**src/rtl/cot_pkg.sv**
```systemverilog
package cot_pkg;
    typedef enum logic [1:0] {
        S_WAIT = 2'd0,
        S_DTH  = 2'd1,
        S_ON   = 2'd2,
        S_DTL  = 2'd3
    } cot_state_e;
endpackage

```
**src/rtl/cot_oneshot.sv**
```systemverilog
module cot_oneshot #(
    parameter int W = 8
) (
    input  logic         clk,
    input  logic         rst_n,
    input  logic         clr_i,
    input  logic         load_i,
    input  logic [W-1:0] val_i,
    output logic         busy_o
);
    logic [W-1:0] cnt_d, cnt_q;

    always_comb begin
        cnt_d = cnt_q;
        if (clr_i)
            cnt_d = '0;
        else if (load_i)
            cnt_d = val_i;
        else if (cnt_q != '0)
            cnt_d = cnt_q - 1'b1;
    end

    always_ff @(posedge clk) begin
        if (!rst_n) cnt_q <= '0;
        else        cnt_q <= cnt_d;
    end

    assign busy_o = (cnt_q != '0);


    oneshot_step_chk: assert property (@(posedge clk) disable iff (!rst_n)
        (busy_o && !clr_i && !load_i) |=> (cnt_q == $past(cnt_q) - 1'b1));
endmodule

```
**src/rtl/cot_deadtime.sv**
```systemverilog
module cot_deadtime #(
    parameter int DT_CYC = 6
) (
    input  logic clk,
    input  logic rst_n,
    input  logic clr_i,
    input  logic arm_i,
    input  logic gate_low_i,
    output logic done_o
);
    localparam int DW = $clog2(DT_CYC + 1);

    logic [DW-1:0] cnt_d, cnt_q;

    assign done_o = arm_i && gate_low_i && (cnt_q == DW'(DT_CYC - 1));

    always_comb begin
        if (clr_i || !arm_i || !gate_low_i || done_o)
            cnt_d = '0;
        else
            cnt_d = cnt_q + 1'b1;
    end

    always_ff @(posedge clk) begin
        if (!rst_n) cnt_q <= '0;
        else        cnt_q <= cnt_d;
    end


    dt_range_chk: assert property (@(posedge clk) disable iff (!rst_n)
        cnt_q < DW'(DT_CYC));
endmodule

```
**src/rtl/cot_pwm_seq.sv**
```systemverilog
module cot_pwm_seq
    import cot_pkg::*;
#(
    parameter int TON_W    = 8,
    parameter int TOFF_CYC = 80,
    parameter int DT_CYC   = 6
) (
    input  logic             clk,
    input  logic             rst_n,
    input  logic             disable_i,
    input  logic             fb_low_i,
    input  logic [TON_W-1:0] ton_i,
    input  logic             ocp_i,
    input  logic             zc_i,
    input  logic             psave_i,
    input  logic             hs_fb_i,
    input  logic             ls_fb_i,
    output logic             hs_en_o,
    output logic             ls_en_o
);
    localparam int OFFW = $clog2(TOFF_CYC + 1);

    typedef struct packed {
        cot_state_e state;
        logic       skip;
        logic       hs;
        logic       ls;
    } seq_t;

    seq_t cur_q, nxt_d;

    logic             on_load, off_load, clr;
    logic             on_busy, off_busy;
    logic             dt_arm, dt_gate_low, dt_done;
    logic [TON_W-1:0] ton_val;

    assign ton_val     = (ton_i == '0) ? '0 : ton_i - 1'b1;
    assign dt_arm      = (cur_q.state == S_DTH) || (cur_q.state == S_DTL);
    assign dt_gate_low = (cur_q.state == S_DTH) ? !ls_fb_i : !hs_fb_i;

    always_comb begin
        nxt_d    = cur_q;
        on_load  = 1'b0;
        off_load = 1'b0;
        clr      = 1'b0;
        if (disable_i) begin
            nxt_d.state = S_DTL;
            nxt_d.skip  = 1'b0;
            clr         = 1'b1;
        end else begin
            unique case (cur_q.state)
                S_WAIT: begin
                    if (!off_busy && fb_low_i && !ocp_i) begin
                        nxt_d.state = S_DTH;
                        nxt_d.skip  = 1'b0;
                    end else if (psave_i && zc_i) begin
                        nxt_d.skip = 1'b1;
                    end
                end
                S_DTH: begin
                    if (dt_done) begin
                        nxt_d.state = S_ON;
                        on_load     = 1'b1;
                    end
                end
                S_ON: begin
                    if (!on_busy) begin
                        nxt_d.state = S_DTL;
                        off_load    = 1'b1;
                    end
                end
                S_DTL: begin
                    if (dt_done) nxt_d.state = S_WAIT;
                end
                default: nxt_d.state = S_DTL;
            endcase
        end
        nxt_d.hs = (nxt_d.state == S_ON);
        nxt_d.ls = (nxt_d.state == S_WAIT) && !nxt_d.skip;
    end

    always_ff @(posedge clk) begin
        if (!rst_n) begin
            cur_q.state <= S_DTL;
            cur_q.skip  <= 1'b0;
            cur_q.hs    <= 1'b0;
            cur_q.ls    <= 1'b0;
        end else begin
            cur_q <= nxt_d;
        end
    end

    cot_oneshot #(.W(TON_W)) u_on (
        .clk(clk), .rst_n(rst_n), .clr_i(clr), .load_i(on_load),
        .val_i(ton_val), .busy_o(on_busy)
    );

    cot_oneshot #(.W(OFFW)) u_off (
        .clk(clk), .rst_n(rst_n), .clr_i(clr), .load_i(off_load),
        .val_i(OFFW'(TOFF_CYC)), .busy_o(off_busy)
    );

    cot_deadtime #(.DT_CYC(DT_CYC)) u_dt (
        .clk(clk), .rst_n(rst_n), .clr_i(clr), .arm_i(dt_arm),
        .gate_low_i(dt_gate_low), .done_o(dt_done)
    );

    assign hs_en_o = cur_q.hs && !disable_i;
    assign ls_en_o = cur_q.ls && !disable_i;


    no_overlap_chk: assert property (@(posedge clk) disable iff (!rst_n)
        !(hs_en_o && ls_en_o));

    hs_gate_chk: assert property (@(posedge clk) disable iff (!rst_n)
        $rose(cur_q.hs) |-> $past(!ls_fb_i));

    ls_gate_chk: assert property (@(posedge clk) disable iff (!rst_n)
        $rose(cur_q.ls) |-> $past(!hs_fb_i));

    ocp_block_chk: assert property (@(posedge clk) disable iff (!rst_n)
        (cur_q.state == S_WAIT && ocp_i) |=> (cur_q.state != S_DTH));

    min_off_chk: assert property (@(posedge clk) disable iff (!rst_n)
        (cur_q.state == S_WAIT && off_busy) |=> (cur_q.state != S_DTH));

    disable_chk: assert property (@(posedge clk) disable iff (!rst_n)
        disable_i |=> (!cur_q.hs && !cur_q.ls));

    fb_gate_chk: assert property (@(posedge clk) disable iff (!rst_n)
        (cur_q.state == S_WAIT && !fb_low_i) |=> (cur_q.state != S_DTH));
endmodule

```
**config.mk**
```make
export PLATFORM = sky130hd
export DESIGN_NAME = cot_pwm_seq
export DESIGN_NICKNAME = d
export VERILOG_FILES = /design/src/rtl/cot_pkg.sv /design/src/rtl/cot_oneshot.sv /design/src/rtl/cot_deadtime.sv /design/src/rtl/cot_pwm_seq.sv
export SDC_FILE = /design/constraint.sdc
export NUM_CORES = 1
export LEC_CHECK = 0
export CAP_MARGIN = 30
export CORE_ASPECT_RATIO = 0.5
export CORE_UTILIZATION = 28
export DETAILED_ROUTE_END_ITERATION = 7
export DONT_BUFFER_PORTS = 1
export HOLD_SLACK_MARGIN = 0.15
export PLACE_DENSITY_LB_ADDON = 0.15
export SLEW_MARGIN = 15
export SYNTH_ARGS = -nofsm -noshare
export SYNTH_HDL_FRONTEND = slang
export SYNTH_SLANG_ARGS = --single-unit
```
**constraint.sdc**
```tcl
create_clock -name clk -period 4.2 [get_ports clk]
set_input_delay 0.21 -clock clk [delete_from_list [all_inputs] [get_ports clk]]
set_output_delay 0.21 -clock clk [all_outputs]
set_load 0.02 [all_outputs]
```
==> results.toml <==
[sta]
relSlewSlack_pct = 53.3
final-hold-violation-count = 0
fin_crit_ns = 2.01
period_share_pct = 48.0
rsz0062_at_grt = "no"
fin_ws_ns = 2.19
drv_slew = 0
fmax_mhz = 496
setup_viol = 0
worst_pin_slew_ns = 0.695
skew_ns = 0.00464
tns_ns = 0

[clocking]
clk_pin_slew_worst_paths_ns = 0.08
cts_buffers = 3
clkSinkCount = 23
post_cts.repair.setup_buffers = 0
cts-root-buf = "clkbuf_8"
cts_buffer_depth = 2
clock_latency_ns = 0.27
cts_tree = "yes"
htree_levels = 1

[grt]
antenna_found_initial = 0
grt_pass1_vias = 1046
track_usage_pct = 12.0
grt_overflow = 0
grt_first_pass_wirelength_um = 4620
grt_max_degree = 13

[synth]
synthFlopType = "dfxtp_1"
synth_edf_count = 0
syn_nets = 171
yosysSeqAreaShare_pct = 36.7
synth.distinct_cells = 38
yosys_register_bits = 23
ys_warn_count = 0
synthCells = 148
avgSynthCellArea_um2 = 8.47
async_flop_share_pct = 0
syn-cell-area_mm2 = 0.00125

[floorplan]
start_util_pct = 30.7
die_y_um = 49.3
rows = 16
die_x_um = 96.6
core_mm2 = 0.00408
die_area_mm2 = 0.00477
ios = 19

[cells_and_area]
drive_gt1_share_pct = 7.74
antenna_cells = 0
n_fill_cell = 450
syn_to_final_growth_pct = 12.4
nets = 179
final_area_mm2 = 0.00141
final_cell_mix = "dfxtp_1 (23), nor2_1 (14), nand2_1 (11)"
final_common_cell = "dfxtp_1"

[placement]
dp_hpwl_um = 1990
gp_congestion = 0.730
placed_cell_area_mm2 = 0.00132
numPortBuffers = 0
pre_cts_slack_ns = 2.20

[drt]
dr.pass1.iters = 4
drtIter0Drc = 10
vias = 1053
routed_wirelength_um = 2600
avgViaCountPerCell = 5.04
drc = 0
wl_per_cell_um = 12.5
antenna_left = 0

[min_path]
hold_end = "u_on.cnt_q[5]$_SDFFE_PP0P_"
hold_path_class = "input pin to flip-flop"
min_delay_path_depth = 2
hp-start = "ton_i[5]"

[critical_path]
crit_type = "flip-flop to flip-flop"
worstPathRequired_ns = 4.33
worstPathCellList = "nor4_1 -> nand2_1 -> o21ai_0 -> a211oi_1"
slowest_stage = "nor4_1"
critPathTopFamily = "simple AND/OR/NAND/NOR gates"
critPathMaxStageDelay_ns = 0.64
cp-startpoint = "u_on.cnt_q[4]$_SDFFE_PP0P_"
cp-start-kind = "flip-flop"
regToRegEndpoint = "u_on.cnt_q[6]$_SDFFE_PP0P_"
r2r-start = "u_on.cnt_q[4]$_SDFFE_PP0P_"
rr_worst_depth = 4
cp_max_fo = 5
crit_path_end_kind = "flip-flop"
critPathBufInv = 0
r2r_slack_ns = 2.19
arrival_ns = 2.14

[run]
maxCapViolCount = 0

[power_and_ir_drop]
vdd_ir_drop_max_v = 0.000178
power_density_mw_per_mm2 = 696
power_leakage_nw = 0.534

[outcome]
status = "finished clean"
==> cell usage after synthesis (all sizes together) (3+ instances only) <==
library cell,count,area [µm²]
a21oi,6,30.0
nor2,14,52.6
ha,6,75.1
nor3b,5,37.5
nor3,4,20.0
nand2,11,41.3
or4,5,41.3
o21ai,5,25.0
o31ai,3,22.5
nor4,4,25.0
nor2b,5,31.3
a211oi,3,27.5
a31oi,3,18.8
xor2,5,43.8
inv,8,30.0
nand3,8,40.0
xnor2,8,70.1
nand4,3,18.8
dfxtp,23,460
==> routing by layer <==
layer  global-route usage [%]  vias to the layer above  part of all wire (%)
met5                        0                        -                     0
met4                     2.99                        0                  0.38
met3                     3.01                        2                   1.8
met2                     20.5                        7                    48
met1                     15.2                      497                    49
li1                         -                      547                     -
==> worst max-delay path by stage <==
| stage | to | slack (ns) | cells past startpoint |
|---|---|---|---|
| 6_report | u_on.cnt_q[6]$_SDFFE_PP0P_ | 2.19 | 4 |
| 5_1_grt | u_on.cnt_q[2]$_SDFFE_PP0P_ | 1.90 | 4 |
| 4_1_cts | u_on.cnt_q[6]$_SDFFE_PP0P_ | 2.18 | 4 |
| 3_5_place_dp | u_on.cnt_q[6]$_SDFFE_PP0P_ | 2.20 | 4 |
| 3_3_place_gp | u_on.cnt_q[7]$_SDFFE_PP0P_ | 2.01 | 5 |
| 2_1_floorplan | u_on.cnt_q[6]$_SDFFE_PP0P_ | 2.46 | 6 |
==> final cells by class <==
class                      count  area, µm²  area share [%]
sequential                    23        460            32.7
clock buffer                   4       45.0            3.20
tap                           54       67.6            4.80
multi-input combinational    116        766            54.4
inverter                       8       30.0            2.13
timing repair buffer           4       40.0            2.84
==> stage by stage <==
step           instances  utilization, %  hold WS [ns]  total power, mW
3_5_place_dp         201            32.4         0.275            0.838
5_1_grt              209            34.5         0.159             1.08
4_1_cts              209            34.5         0.157            0.989
3_3_place_gp         201            32.3         0.282            0.847
2_1_floorplan        148               -         0.272            0.755
6_report             209            34.5         0.154            0.980
==> power by group <==
group,internal [mW],total [mW],switching (mW)
registers,0.279,0.336,0.0570
clock network,0.0679,0.142,0.0740
logic,0.237,0.502,0.265
==> state kept, by name, summed over array words and instances (netlist names) <==
register	cells
u_on.cnt_q	8
u_off.cnt_q	7
cur_q	5
u_dt.cnt_q	3
==> logic make-up after synthesis <==
family | synth area share (%)
compound gates | 14.4
fa+ha+maj | 5.99
mux | 0.898
xor+xnor | 9.08
simple gates | 30.2
flops | 36.7
buf+inv | 2.69
==> timing repair <==
| item | in CTS | in global routing |
|---|---|---|
| hold buffers | 4 | 0 |
| gates resized for setup | 0 | 0 |
| hold endpoints to repair | 4 | 0 |
Power figures use the tool's default switching activity.
